`config.mk`:
```
export PLATFORM = sky130hd
export DESIGN_NAME = rtr_pkt_ctrl
export DESIGN_NICKNAME = d
export VERILOG_FILES = /design/src/rtl/rtr_ctrl_pkg.sv /design/src/rtl/rtr_ctrl_next.sv /design/src/rtl/rtr_ctrl_state_reg.sv /design/src/rtl/rtr_ctrl_out_dec.sv /design/src/rtl/rtr_pkt_ctrl.sv
export SDC_FILE = /design/constraint.sdc
export NUM_CORES = 1
export LEC_CHECK = 0
export BUFFER_PORTS_ARGS = -buffer_cell sky130_fd_sc_hd__buf_2
export CAP_MARGIN = 20
export CELL_PAD_IN_SITES_DETAIL_PLACEMENT = 2
export CELL_PAD_IN_SITES_GLOBAL_PLACEMENT = 2
export CORE_MARGIN = 2
export CORE_UTILIZATION = 17
export CTS_CLUSTER_DIAMETER = 60
export DETAILED_ROUTE_END_ITERATION = 10
export PLACE_DENSITY_LB_ADDON = 0.1
export SLEW_MARGIN = 10
export SYNTH_ARGS = -nofsm -noshare
export SYNTH_HDL_FRONTEND = slang
export SYNTH_SLANG_ARGS = --single-unit
```
`constraint.sdc`:
```
create_clock -name clk -period 1.1 [get_ports clk]
set_input_delay 0.165 -clock clk [delete_from_list [all_inputs] [get_ports clk]]
set_output_delay 0.165 -clock clk [all_outputs]
set_load 0.01 [all_outputs]
```
`src/rtl/rtr_ctrl_pkg.sv`:
```
package rtr_ctrl_pkg;

   localparam int unsigned NUM_STATES = 8;
   localparam int unsigned STATE_W    = $clog2(NUM_STATES);

   // Phase encoding; the one-hot variant uses the value as the bit index.
   typedef enum logic [STATE_W-1:0] {
      ST_DECODE = 3'd0,
      ST_FIRST  = 3'd1,
      ST_BODY   = 3'd2,
      ST_PARITY = 3'd3,
      ST_STALL  = 3'd4,
      ST_RESUME = 3'd5,
      ST_WAIT   = 3'd6,
      ST_CHECK  = 3'd7
   } ctrl_state_e;

   typedef struct packed {
      logic hdr;
      logic first;
      logic body;
      logic par;
      logic stall;
      logic resume;
      logic clr;
      logic wr;
      logic hold;
   } ctrl_out_s;

   localparam int CODING_BINARY = 0;
   localparam int CODING_ONEHOT = 1;

endpackage

```
`src/rtl/rtr_ctrl_next.sv`:
```
module rtr_ctrl_next
   import rtr_ctrl_pkg::*;
#(
   parameter int ADDR_W    = 2,
   parameter int NUM_PORTS = 3
) (
   input  ctrl_state_e       cur,
   input  logic              pkt_active,
   input  logic [ADDR_W-1:0] dest_addr,
   input  logic              sel_full,
   input  logic              sel_empty,
   input  logic              par_seen,
   input  logic              valid_dropped,
   output ctrl_state_e       nxt
);

   localparam logic [ADDR_W:0] PORT_LIMIT = NUM_PORTS[ADDR_W:0];

   logic addr_ok;
   assign addr_ok = ({1'b0, dest_addr} < PORT_LIMIT);

   always_comb begin
      nxt = cur;
      unique case (cur)
         ST_DECODE: begin
            if (pkt_active && addr_ok)
               nxt = sel_empty ? ST_FIRST : ST_WAIT;
         end
         ST_FIRST:  nxt = ST_BODY;
         ST_BODY: begin
            if (sel_full)         nxt = ST_STALL;
            else if (!pkt_active) nxt = ST_PARITY;
         end
         ST_PARITY: nxt = sel_full ? ST_STALL : ST_CHECK;
         ST_STALL: begin
            if (!sel_full) nxt = ST_RESUME;
         end
         ST_RESUME: begin
            if (par_seen)           nxt = ST_CHECK;
            else if (valid_dropped) nxt = ST_PARITY;
            else                    nxt = ST_BODY;
         end
         ST_WAIT: begin
            if (sel_empty) nxt = ST_FIRST;
         end
         ST_CHECK:  nxt = ST_DECODE;
         default:   nxt = ST_DECODE;
      endcase
   end

endmodule

```
`src/rtl/rtr_ctrl_state_reg.sv`:
```
module rtr_ctrl_state_reg
   import rtr_ctrl_pkg::*;
#(
   parameter int STATE_CODING = CODING_BINARY
) (
   input  logic        clk,
   input  logic        rst_n,
   input  ctrl_state_e nxt,
   output ctrl_state_e cur
);

   generate
      if (STATE_CODING == CODING_ONEHOT) begin : g_onehot
         localparam logic [NUM_STATES-1:0] HOT_ONE = {{(NUM_STATES-1){1'b0}}, 1'b1};
         logic [NUM_STATES-1:0] hot_q;

         always_ff @(posedge clk) begin
            if (!rst_n) hot_q <= HOT_ONE << ST_DECODE;
            else        hot_q <= HOT_ONE << nxt;
         end

         always_comb begin
            cur = ST_DECODE;
            for (int i = 0; i < NUM_STATES; i++)
               if (hot_q[i]) cur = ctrl_state_e'(STATE_W'(i));
         end

         // exactly one phase bit is live once reset is released
         p_hot_single_r11: assert property (@(posedge clk) disable iff (!rst_n)
            $onehot(hot_q));
      end else begin : g_binary
         ctrl_state_e bin_q;

         always_ff @(posedge clk) begin
            if (!rst_n) bin_q <= ST_DECODE;
            else        bin_q <= nxt;
         end

         assign cur = bin_q;
      end
   endgenerate

endmodule

```
`src/rtl/rtr_ctrl_out_dec.sv`:
```
module rtr_ctrl_out_dec
   import rtr_ctrl_pkg::*;
(
   input  ctrl_state_e cur,
   output ctrl_out_s   o
);

   always_comb begin
      o = '0;
      unique case (cur)
         ST_DECODE: o.hdr = 1'b1;
         ST_FIRST:  begin o.first = 1'b1;  o.hold = 1'b1; end
         ST_BODY:   begin o.body = 1'b1;   o.wr = 1'b1; end
         ST_PARITY: begin o.par = 1'b1;    o.wr = 1'b1; o.hold = 1'b1; end
         ST_STALL:  begin o.stall = 1'b1;  o.hold = 1'b1; end
         ST_RESUME: begin o.resume = 1'b1; o.wr = 1'b1; o.hold = 1'b1; end
         ST_WAIT:   o.hold = 1'b1;
         ST_CHECK:  begin o.clr = 1'b1;    o.hold = 1'b1; end
         default:   o.hdr = 1'b1;
      endcase
   end

endmodule

```
`src/rtl/rtr_pkt_ctrl.sv`:
```
module rtr_pkt_ctrl
   import rtr_ctrl_pkg::*;
#(
   parameter int ADDR_W       = 2,
   parameter int NUM_PORTS    = 3,
   parameter int STATE_CODING = CODING_BINARY
) (
   input  logic              clk,
   input  logic              rst_n,
   input  logic              pkt_active,
   input  logic [ADDR_W-1:0] dest_addr,
   input  logic              sel_full,
   input  logic              sel_empty,
   input  logic              par_seen,
   input  logic              valid_dropped,
   output logic              hdr_strobe,
   output logic              first_ld,
   output logic              body_ld,
   output logic              par_ld,
   output logic              stall_st,
   output logic              resume_ld,
   output logic              wr_req,
   output logic              src_hold,
   output logic              clr_status
);

   localparam int ADDR_SPAN = 1 << ADDR_W;

   generate
      if (ADDR_W < 1 || ADDR_W > 8) begin : g_bad_addr_w
         $error("rtr_pkt_ctrl: ADDR_W must be 1..8");
      end
      if (NUM_PORTS < 1 || NUM_PORTS > ADDR_SPAN) begin : g_bad_ports
         $error("rtr_pkt_ctrl: NUM_PORTS must fit in the address field");
      end
      if (STATE_CODING != CODING_BINARY && STATE_CODING != CODING_ONEHOT) begin : g_bad_coding
         $error("rtr_pkt_ctrl: unknown STATE_CODING");
      end
   endgenerate

   ctrl_state_e cur_st, nxt_st;
   ctrl_out_s   dec;

   rtr_ctrl_next #(.ADDR_W(ADDR_W), .NUM_PORTS(NUM_PORTS)) u_next (
      .cur(cur_st), .pkt_active(pkt_active), .dest_addr(dest_addr),
      .sel_full(sel_full), .sel_empty(sel_empty), .par_seen(par_seen),
      .valid_dropped(valid_dropped), .nxt(nxt_st)
   );

   rtr_ctrl_state_reg #(.STATE_CODING(STATE_CODING)) u_state (
      .clk(clk), .rst_n(rst_n), .nxt(nxt_st), .cur(cur_st)
   );

   rtr_ctrl_out_dec u_dec (.cur(cur_st), .o(dec));

   assign hdr_strobe = dec.hdr;
   assign first_ld   = dec.first;
   assign body_ld    = dec.body;
   assign par_ld     = dec.par;
   assign stall_st   = dec.stall;
   assign resume_ld  = dec.resume;
   assign wr_req     = dec.wr;
   assign src_hold   = dec.hold;
   assign clr_status = dec.clr;

   localparam logic [ADDR_W:0] PORT_LIMIT = NUM_PORTS[ADDR_W:0];

   // an out-of-range address never leaves the decode phase
   p_bad_addr_idle_r3: assert property (@(posedge clk) disable iff (!rst_n)
      hdr_strobe && ({1'b0, dest_addr} >= PORT_LIMIT) |=> hdr_strobe);

   // first-byte phase always hands over to payload
   p_first_then_body_r4: assert property (@(posedge clk) disable iff (!rst_n)
      first_ld |=> body_ld);

   // buffer full during payload stalls the packet
   p_body_full_stall_r5: assert property (@(posedge clk) disable iff (!rst_n)
      body_ld && sel_full |=> stall_st);

   // stall holds while full and resumes once space returns
   p_stall_hold_r7: assert property (@(posedge clk) disable iff (!rst_n)
      stall_st && sel_full |=> stall_st);
   p_stall_exit_r7: assert property (@(posedge clk) disable iff (!rst_n)
      stall_st && !sel_full |=> resume_ld);

   // sticky parity flag wins in the resume phase
   p_resume_parity_r8: assert property (@(posedge clk) disable iff (!rst_n)
      resume_ld && par_seen |=> clr_status);

   // check phase lasts one cycle and returns to decode
   p_check_to_idle_r10: assert property (@(posedge clk) disable iff (!rst_n)
      clr_status |=> hdr_strobe);

   // phase strobes are mutually exclusive
   p_strobe_excl_r11: assert property (@(posedge clk) disable iff (!rst_n)
      $onehot0({hdr_strobe, first_ld, body_ld, par_ld, stall_st, resume_ld, clr_status}));

endmodule

```
**Word-level counts from Yosys, hierarchy flattened**

Index checks and enable logic that the tools add are counted.

- Output and inout bits: 9
- Input port bits: 9
- Flip-flop bits (word level): 3
- Logic and storage cells: 37

- Equal/unequal tests: 11
- Order comparisons: 1
- Muxes and demuxes: 19
- Reductions and logical operators: 5

Operators with widths:

| kind | number |
|---|---|
| case mux 3 bit (8 select lines) | 1 |
| two-way mux 3 bit | 7 |
| == test 3 bit (second input constant) | 4 |
| two-way mux 1 bit | 10 |
| == test 3 x 2 -> 1 bit (second input constant) | 2 |
| != test 2 bit (second input constant) | 3 |
| OR reduction 6 bit | 1 |
| AND reduction 4 bit | 1 |
| == test 3 x 1 -> 1 bit (second input constant) | 1 |
| zero test 3 bit | 1 |
| != test 3 bit (second input constant) | 1 |
| OR reduction 3 bit | 1 |
| < comparator 2 bit (second input constant) | 1 |
| two-way mux 2 bit | 1 |
| logical AND 1 bit | 1 |

**Depth between registers and ports, before layout**

Gate-level depths: netlist of run 1.

- Depth after elaboration: 4
- Mapped depth: 5
- Mapped depth without buffers: 5

**Hierarchy**

A second synthesis of run 1 with hierarchy kept.

- Cells, all modules: 44
- Area, all modules: 319.1 sq um

By module, submodules not included:

| module | instances | area an instance (sq um) | cells an instance | sequential area each (sq um) |
|---|---|---|---|---|
| rtr_ctrl_next | 1 | 180.2 | 26 | 0.0 |
| rtr_ctrl_state_reg | 1 | 78.8 | 6 | 60.1 |
| rtr_ctrl_out_dec | 1 | 60.1 | 12 | 0.0 |

**Worst setup path before layout of run 1**

Ideal clock, no wire load.

- Path kind: reg-to-reg
- From: reg u_state.g_binary.bin_q[1] (netlist: u_state.cur[1])
- To: reg u_state.g_binary.bin_q[2] (netlist: u_state.cur[2])
- Setup slack: -0.116 ns
- Period minus slack after synthesis: 1.216 ns
- Data arrival time: 1.120 ns
- Path buffers: 1
- Stages on the path, launching flop included: 6
- Library setup time: 0.095 ns
- Data required time: 1.005 ns
- Cell sequence: dfxtp_1 -> buf_6 -> and3b_1 -> nor3_1 -> a211o_1 -> a221oi_1

- Longest elaborated chain between the ends: 3
- Elaborated cells on any way between the ends: 14
- Classes of those cells: eq/ne: 11; mux: 1; reduce/logical: 2

Ends and longest elaborated chain:

| element | line | text |
|---|---|---|
| start, declared | rtr_ctrl_state_reg.sv:32 | `ctrl_state_e bin_q;` |
| start signal, assigned | rtr_ctrl_state_reg.sv:36 | `else bin_q <= nxt;` |
| == test 3 x 2 -> 1 bit, or another cell as far along | rtr_ctrl_next.sv:24 | `unique case (cur)` |
| != test 3 bit (no line) / != test 2 bit (equally long branches) | n/a |  |
| AND reduction 4 bit (no line) | n/a |  |

Parallel ways exist; a longest one is shown, timed or not.
A chain may end at the register's enable or synchronous reset.

**Worst setup path after layout of run 1**

- From: reg u_state.g_binary.bin_q[1] (netlist: u_state.cur[1])
- To: out wr_req

- Longest elaborated chain between the ends: 3
- Elaborated cells on any way between the ends: 5
- Classes of those cells: eq/ne: 3; mux: 1; reduce/logical: 1

Ends and longest elaborated chain:

| element | line | text |
|---|---|---|
| == test 3 x 2 -> 1 bit / == test 3 bit (equally long branches) | rtr_ctrl_out_dec.sv:10 | `unique case (cur)` |
| OR reduction 3 bit (no line) (*) | n/a |  |
| two-way mux 1 bit (*) | rtr_ctrl_out_dec.sv:10 |  |
| end, declared | rtr_pkt_ctrl.sv:22 | `output logic wr_req,` |

Mark *: on every way between the ends. The rest lies on a longest branch, timed or not.

==> results.toml, run 1 <==
[sta]
min_period_over_period_pct = 115
rsz0062_at_grt = "yes"
fin_setup_tns_ps = -1420
tightest_slew_ps = 197
fmax_ghz = 0.791
period_needed_ps = 1260
worst_slack_ps = -164
hold_viol_final = 0
setup_viol = 12
drv_slew = 0
skew_ps = 4.89
max_slew_margin_pct = 86.8

[critical_path]
required_ps = 940
crit_fanout = 9
crit_type = "reg -> out"
critical_path.reg2reg.startpoint = "u_state.cur[2]"
crit_arrival_ps = 1100
cp-end-kind = "primary output"
critPathLaunch = "u_state.cur[1]"
crit_path_start_kind = "flip-flop"
r2r_cells = 5
r2r_setup_slack_ps = -120

[route]
dr.pass1.iters = 2
viasPerCell = 4.24
ant_nets = 0
drt_iter0_drc = 3
drt-total-wl_um = 1160
drc_errors = 0
wl_per_cell_um = 11.4
vias = 428

[synth]
ys_ff_latch = 3
synthArstFlopShare_pct = 0
synth_ff_type = "dfxtp_1"
synth.avg_cell_area_um2 = 6.90
ys_warn_count = 0
synth_top_area_share_pct = 19.4
ys_seq_area_share_pct = 19.4
netlist_instances = 45
syn-num-nets = 54
synth_area_leader_cell = "dfxtp_1"
synth.area.top_cells = "dfxtp_1 (19%), nor2_1 (9.7%), nor3b_1 (7.3%)"
yosysUniqueCellTypes = 22
syn-cell-area_um2 = 310
synth_edf_count = 0

[clock_network]
htree_levels = 1
cts_made_buffers = 3
cts_hold_buffers = 0
cts_tree = "built"
clk_latency_ps = 230
cts_root_buf = "clkbuf_4"
clk_pin_slew_ps = 40
clock-sinks = 3
cts.path.max_buffers = 2

[pwr]
ir_drop_v = 0.000645
powerDensity_nw_per_um2 = 3120
leakagePower_nw = 0.312
finalPower_mw = 1.83

[floorplanning]
initial_core_util_pct = 18.0
core_um2 = 1730
io-pin-count = 18
dieArea_um2 = 2180
die_w_um = 46.7
rows = 15
die_h_um = 46.7

[global_routing]
grt_overflow = 0
grt_pass1_vias = 395
grtUsageTotal_pct = 11.5
grt_max_degree = 12
antenna_found_initial = 0
grt_pass1_wl_um = 1750

[hold_path]
hold_start = "rst_n"
hold_path.class = "in -> reg"
holdPathStages = 3

[finish]
fin_cells = 101
drive_gt1_share_pct = 59.2
largest_reg_flops = 3
insertedDiodeCount = 0
final_cell_mix = "buf_2 (16), buf_4 (10), nor2_1 (7), buf_6 (5), nand2_1 (4)"
nets = 86
fin_area_um2 = 586
layout_commonest_cell = "buf_2"
syn_to_final_growth_pct = 88.7

[place]
routabilityCongestion = 0.731
place_hpwl_um = 843
place_inst = 93
placed_cell_area_um2 = 483
io_buffer_count = 17

[status]
failed_checks = "negative setup slack"
status = "finished, violations left"

[run]
cap_violations = 0
per-layer routing:
| layer | routed length, um | track usage (%) |
|---|---|---|
| met1 | 558 | 15.9 |
| met2 | 575 | 17.2 |
| met4 | 0 | 6.67 |
| met3 | 20 | 1.18 |
| met5 | 0 | 0 |
worst paths after layout:
check	to
setup / recovery	wr_req
hold / removal	u_state.cur[1]
setup reg to reg	u_state.cur[1]
hold reg to reg	u_state.cur[1]
cell type report:
class                   count  area (um2)
clock buffers               4        26.3
flip-flops and latches      3        66.3
repair buffers             31         211
inverters                   3        11.3
multi-input cells          35         239
well taps                  25        31.3
fillers                   221        1140
through the flow:
stage                     util (%)  hold WS [ps]  worst slack [ps]
final                         33.9           177              -164
after global routing          33.9           180              -231
after CTS                     33.3           157              -176
after detailed placement      28.0           417              -162
after global placement        28.0           404              -176
after floorplan                  -           270             -62.4
synthesized netlist by cell type (all sizes together) (2+ instances only):
cell and instances:
inv 3, buf 3, nor3b 4, dfxtp 3
a21oi 3, nand2 4, a211o 2, and3b 2
nor2 8, o21ai 4
critical path: stages, from the launching register on:
cell and delay (ps):
dfxtp_4 380, buf_6 140, nand2b_1 110, o21ai_1 90, buf_2 140
where the power goes:
group          internal (mW)  leakage (nW)  total [mW]  switching, mW
Sequential             0.183        0.0261       0.246         0.0631
Clock                  0.136        0.0150       0.196         0.0594
Combinational          0.734         0.271        1.38          0.650
logic make-up after synthesis:
family / Yosys count / synth area share, %
buffers and inverters: 7 / 13.3
AND/OR/NAND/NOR: 23 / 41.5
multiplexers: 1 / 3.23
AO/OA/AOI/OAI: 11 / 22.6
flip-flops: 3 / 19.4
repair_timing:
item                                    CTS  global route
gates cloned                              0             0
pin swaps                                 2             2
resized for setup                        11             2
setup buffers                             4             0
endpoints found under the hold margin     0             0
endpoints found under the setup margin   12            12
(Power assumes the default switching activity.)
==> run 2, diff against run 1 <==
--- a/config.mk
+++ b/config.mk
@@ -5,6 +5,7 @@
 export SDC_FILE = /design/constraint.sdc
 export NUM_CORES = 1
 export LEC_CHECK = 0
+export ABC_AREA = 1
 export BUFFER_PORTS_ARGS = -buffer_cell sky130_fd_sc_hd__buf_2
 export CAP_MARGIN = 20
 export CELL_PAD_IN_SITES_DETAIL_PLACEMENT = 2
==> results.toml, run 2 <==
[synth]
synth-simple-area-share_pct = 59.0
yosys-top-cells-count = "nand2_1 (16), nor2_1 (13), inv_1 (9)"
synthAdderAreaFrac_pct = 0
synth.most_common_cell = "nand2_1"
syn-num-nets = 71
synth_area_leader_cell = "dfxtp_1"
synth.avg_cell_area_um2 = 5.51
synthArstFlopShare_pct = 0
ys_warn_count = 0
yosysUniqueCellTypes = 16
synth_top_family_by_area = "simple AND/OR/NAND/NOR gates"
synthMuxAreaShare_pct = 0
synth_ff_type = "dfxtp_1"
synth_top_area_share_pct = 17.6
ys_seq_area_share_pct = 17.6
synthXorXnorAreaFrac_pct = 0
ys_ff_latch = 3
netlist_instances = 62
synth-compound-area-share_pct = 3.66
synth_edf_count = 0
synth.area.top_cells = "dfxtp_1 (18%), nand2_1 (18%), nor2_1 (14%)"
syn-cell-area_um2 = 342

[pwr]
powerDensity_nw_per_um2 = 3000
p_sw_share_pct = 44.2
leakagePower_nw = 0.425
p_comb_share_pct = 77.8
ir_drop_v = 0.000940
pwr-share-seq_pct = 13.7
clock_power_share_pct = 8.6
switchingPower_mw = 1.01
intPower_mw = 1.28

[floorplanning]
die_w_um = 48.8
die_h_um = 48.8
rows = 16
initial_core_util_pct = 17.8
core_um2 = 1920
io-pin-count = 18
dieArea_um2 = 2380

[sta]
fmax_ghz = 0.790
hold_viol_final = 0
rsz0062_at_grt = "yes"
worst_slack_ps = -165
setup_viol = 12
min_period_over_period_pct = 115
max_slew_margin_pct = 86.9
tightest_slew_ps = 196
skew_ps = 3.81
period_needed_ps = 1270
drv_slew = 0

[critical_path]
required_ps = 940
r2r_cells = 7
crit_path_top_delay_cell = "dfxtp_4"
crit_path_start_kind = "flip-flop"
critical_path.reg2reg.startpoint = "u_state.cur[0]"
timing.rr.end = "u_state.cur[1]"
crit_type = "reg -> out"
crit_fanout = 7
worstPathCellList = "buf_4 -> nand3_4 -> buf_6 -> inv_2 -> buf_6"
path_common_cell = "buf_6"
cp-end-kind = "primary output"
cp_slowest_stage_delay_ps = 400
r2r_setup_slack_ps = -130
critPathBufInv = 4
cp_top_family = "flip-flops"
crit_arrival_ps = 1100

[clock_network]
clock-sinks = 3
cts.path.max_buffers = 2
cts_hold_buffers = 0
cts_tree = "built"
cts_made_buffers = 3
clk_latency_ps = 230
cts_root_buf = "clkbuf_4"
htree_levels = 1
clk_pin_slew_ps = 40

[route]
vias = 542
met3_length_um = 33
drc_errors = 0
wl_per_cell_um = 12.9
highest_layer = "met3"
drt-total-wl_um = 1670
wl_met1_um = 719
drt_iter0_drc = 1
dr.pass1.iters = 2
viasPerCell = 4.20
wl_met2_um = 913
ant_nets = 0

[finish]
insertedDiodeCount = 0
layout_commonest_cell = "buf_2"
nFillCells = 239
fin_cells = 129
regArea_um2 = 71.3
drive_gt1_share_pct = 63.7
largest_reg_flops = 3
nets = 112
syn_to_final_growth_pct = 125
multi_input_area_um2 = 273
final_cell_mix = "buf_2 (13), nor2_1 (12), buf_6 (12), buf_4 (12), nand2_1 (11)"

[place]
place_hpwl_um = 1120
io_buffer_count = 17
routabilityCongestion = 0.731
dp_slack_ps = -191
place_inst = 115

[global_routing]
grt_pass1_vias = 517
grtUsageTotal_pct = 13.4
grt_pass1_wl_um = 2450
grt_max_degree = 9
antenna_found_initial = 0
grt_overflow = 0

[status]
failed_checks = "negative setup slack"
status = "finished, violations left"

[run]
cap_violations = 0

[hold_path]
holdPathStages = 3
hold_start = "rst_n"
holdPathEnd = "u_state.cur[0]"
hold_path.class = "in -> reg"
[run 2: cell types whose count changed in the layout (fill, tap and decap cells not counted), sizes merged, moves of 2 or more]
cell	previous run	this run
o21ai	4	0
a21oi	3	1
nand2	4	17
buf	31	38
nor3b	4	0
inv	3	11
and3b	2	0
a211o	2	0
nor2	8	15
nand3	0	9
[run 2: final cells by class]
class / instances / area share (%)
inverter: 12 / 6.85
tap: 27 / 4.40
sequential: 3 / 9.30
multi-input combinational: 45 / 35.6
timing repair buffer: 38 / 40.5
clock buffer: 4 / 3.43
[run 2: what timing repair did]
item / in CTS / in global routing
pin swaps: 7 / 7
setup buffers: 6 / 4
endpoints found under the setup margin: 12 / 12
cloned: 0 / 0
resized for setup: 29 / 10
hold endpoints to repair: 0 / 0
[run 2: stage by stage]
stage	TNS [ps]	power [mW]	util, %	instance area (um2)	hold WS, ps
after global placement	-491	1.30	27.1	520	422
after CTS	-1130	1.97	35.5	682	160
after global routing	-2420	2.50	39.9	767	159
final	-1600	2.30	39.9	767	167
after floorplan	0	0.866	-	342	277
after detailed placement	-816	1.32	27.1	520	423
[run 2: worst max-delay path by stage]
stage | startpoint | cells after the start | slack [ps] | endpoint
4_1_cts | u_state.cur[0] | 5 | -160 | body_ld
5_1_grt | u_state.cur[1] | 4 | -230 | resume_ld
2_1_floorplan | u_state.cur[1] | 8 | 10 | u_state.cur[2]
3_5_place_dp | u_state.cur[0] | 5 | -190 | u_state.cur[1]
3_3_place_gp | u_state.cur[0] | 5 | -150 | u_state.cur[2]
6_report | u_state.cur[0] | 5 | -170 | par_ld
[run 2: power by group through the flow]
stage	clock network [mW]	logic, mW	registers (mW)
6_report	0.197	1.79	0.314
5_1_grt	0.228	1.94	0.333
4_1_cts	0.208	1.44	0.322
3_5_place_dp	0	1.06	0.267
3_3_place_gp	0	1.04	0.260
2_1_floorplan	0	0.675	0.192
[run 2: cells by family after synthesis]
| kind of cell | Yosys count |
|---|---|
| buffers and inverters | 14 |
| and+or+nand+nor | 43 |
| DFF | 3 |
| AOI/OAI and AO/OA | 2 |
[run 2: per-layer routing]
layer | track usage (%) | up-vias
li1 | - | 273
met3 | 1.53 | 0
met5 | 0 | -
met4 | 2.86 | 0
met2 | 24.2 | 9
met1 | 17.1 | 260
[run 2: worst reg2reg max path, cell delays in order (launching register included)]
cell and delay [ps]:
dfxtp_4 400, buf_12 120, nor2_4 40, buf_4 130
nand3b_1 100, nand4_1 150, nor2_1 130, nor2_1 50
==> run 3, diff against run 2 <==
--- a/config.mk
+++ b/config.mk
@@ -11,7 +11,8 @@
 export CELL_PAD_IN_SITES_DETAIL_PLACEMENT = 2
 export CELL_PAD_IN_SITES_GLOBAL_PLACEMENT = 2
 export CORE_MARGIN = 2
-export CORE_UTILIZATION = 17
+export CORE_UTILIZATION = 18
+export CTS_BUF_LIST = sky130_fd_sc_hd__clkbuf_4
 export CTS_CLUSTER_DIAMETER = 60
 export DETAILED_ROUTE_END_ITERATION = 10
 export PLACE_DENSITY_LB_ADDON = 0.1
==> results.toml, run 3 (synthesis gave the netlist of run 2 again) <==
[floorplanning]
die_h_um = 47.6
die_w_um = 47.6
core_um2 = 1760
dieArea_um2 = 2260
initial_core_util_pct = 19.4
io-pin-count = 18
rows = 15

[route]
drt_iter0_drc = 2
wl_per_cell_um = 13.1
drt-total-wl_um = 1620
drc_errors = 0
ant_nets = 0
vias = 514
dr.pass1.iters = 3
viasPerCell = 4.15

[run]
cap_violations = 0

[finish]
nets = 109
multi_input_area_um2 = 256
drive_gt1_share_pct = 62.6
largest_reg_flops = 3
fin_area_um2 = 693
layout_commonest_cell = "buf_2"
regArea_um2 = 71.3
insertedDiodeCount = 0
final_cell_mix = "buf_2 (15), buf_4 (13), nand2_1 (11), nor2_1 (11)"
syn_to_final_growth_pct = 103
nFillCells = 238

[clock_network]
clock-sinks = 3
cts_made_buffers = 3
cts_root_buf = "clkbuf_4"
clk_latency_ps = 230
cts_tree = "built"
clk_pin_slew_ps = 40
cts.path.max_buffers = 2
htree_levels = 1

[place]
place_hpwl_um = 1010
routabilityCongestion = 0.715
placed_cell_area_um2 = 488
io_buffer_count = 17

[critical_path]
crit_arrival_ps = 1370
cp-end-kind = "flip-flop"
crit_type = "reg -> reg"
crit_path_start_kind = "flip-flop"
crit_end = "u_state.cur[0]"
r2r_cells = 7
critPathLaunch = "u_state.cur[1]"
required_ps = 1260
timing.rr.end = "u_state.cur[0]"
r2r_setup_slack_ps = -110
critical_path.reg2reg.startpoint = "u_state.cur[1]"
crit_fanout = 4

[sta]
tightest_slew_ps = 221
worst_slack_ps = -114
fmax_ghz = 0.824
holdWs_ps = 187
setup_viol = 12
min_period_over_period_pct = 110
period_needed_ps = 1210
drv_slew = 0
hold_viol_final = 0
rsz0062_at_grt = "yes"
skew_ps = 2.81
max_slew_margin_pct = 85.2

[pwr]
powerDensity_nw_per_um2 = 2930
pwr-share-seq_pct = 15.4
p_comb_share_pct = 74.3
switchingPower_mw = 0.912
ir_drop_v = 0.00131
intPower_mw = 1.12
p_sw_share_pct = 44.9
clock_power_share_pct = 10.3
leakagePower_nw = 0.416

[global_routing]
grt_pass1_wl_um = 2060
antenna_found_initial = 0
grtUsageTotal_pct = 13.0
grt_pass1_vias = 465
grt_max_degree = 8
grt_overflow = 0

[status]
status = "finished, violations left"
failed_checks = "negative setup slack"

[hold_path]
hold_path.class = "in -> reg"
-- run 3: worst max-delay path: stages (launching register included) --
cell,delay [ps]
dfxtp_4,360
buf_6,130
buf_4,130
a21oi_1,190
nor2_1,110
nand2_2,70
nand3_1,70
nor2_1,80
-- run 3: timing repair --
| item | CTS | global route |
|---|---|---|
| hold buffers | 0 | 0 |
| setup buffers | 5 | 6 |
| resized for setup | 20 | 13 |
| endpoints found under the setup margin | 12 | 12 |
| pin swaps | 4 | 3 |
-- run 3: layout make-up --
type | count | share of cell area [%]
inverter | 12 | 7.58
timing repair buffer | 35 | 36.3
multi-input combinational | 45 | 37.0
sequential | 3 | 10.3
tap | 25 | 4.51
clock buffer | 4 | 4.33
-- run 3: how the worst min path moves through the flow --
stage	start	end	slack (ps)	cells past startpoint
2_1_floorplan	rst_n	u_state.cur[0]	280	2
3_3_place_gp	rst_n	u_state.cur[0]	420	3
3_5_place_dp	rst_n	u_state.cur[0]	430	3
4_1_cts	rst_n	u_state.cur[0]	180	3
5_1_grt	rst_n	u_state.cur[0]	200	3
6_report	rst_n	u_state.cur[1]	190	3
-- run 3: power by group through the flow --
stage	Clock (mW)	Combinational, mW	Sequential (mW)
after floorplan	0	0.675	0.192
after global placement	0	0.963	0.255
after detailed placement	0	0.973	0.258
after CTS	0.220	1.22	0.310
after global routing	0.229	1.66	0.320
final	0.210	1.51	0.313
-- run 3: through the flow --
| stage | setup TNS [ps] | cells | total power, mW | setup WS [ps] | utilization (%) |
|---|---|---|---|---|---|
| global route | -1540 | 124 | 2.20 | -177 | 39.3 |
| finish | -817 | 124 | 2.03 | -114 | 39.3 |
| detailed placement | -582 | 109 | 1.23 | -164 | 27.7 |
| CTS | -938 | 118 | 1.75 | -120 | 34.5 |
| global placement | -483 | 109 | 1.22 | -165 | 27.7 |
| floorplan | 0 | 62 | 0.866 | 13.5 | - |
-- run 3: layer usage --
layer  wire, um  vias up  global-route usage (%)
li1           -      262                       -
met1        685      241                    16.1
met2        866        9                    23.2
met3         44        2                    3.40
met4         23        0                    1.62
met5          0        -                       0
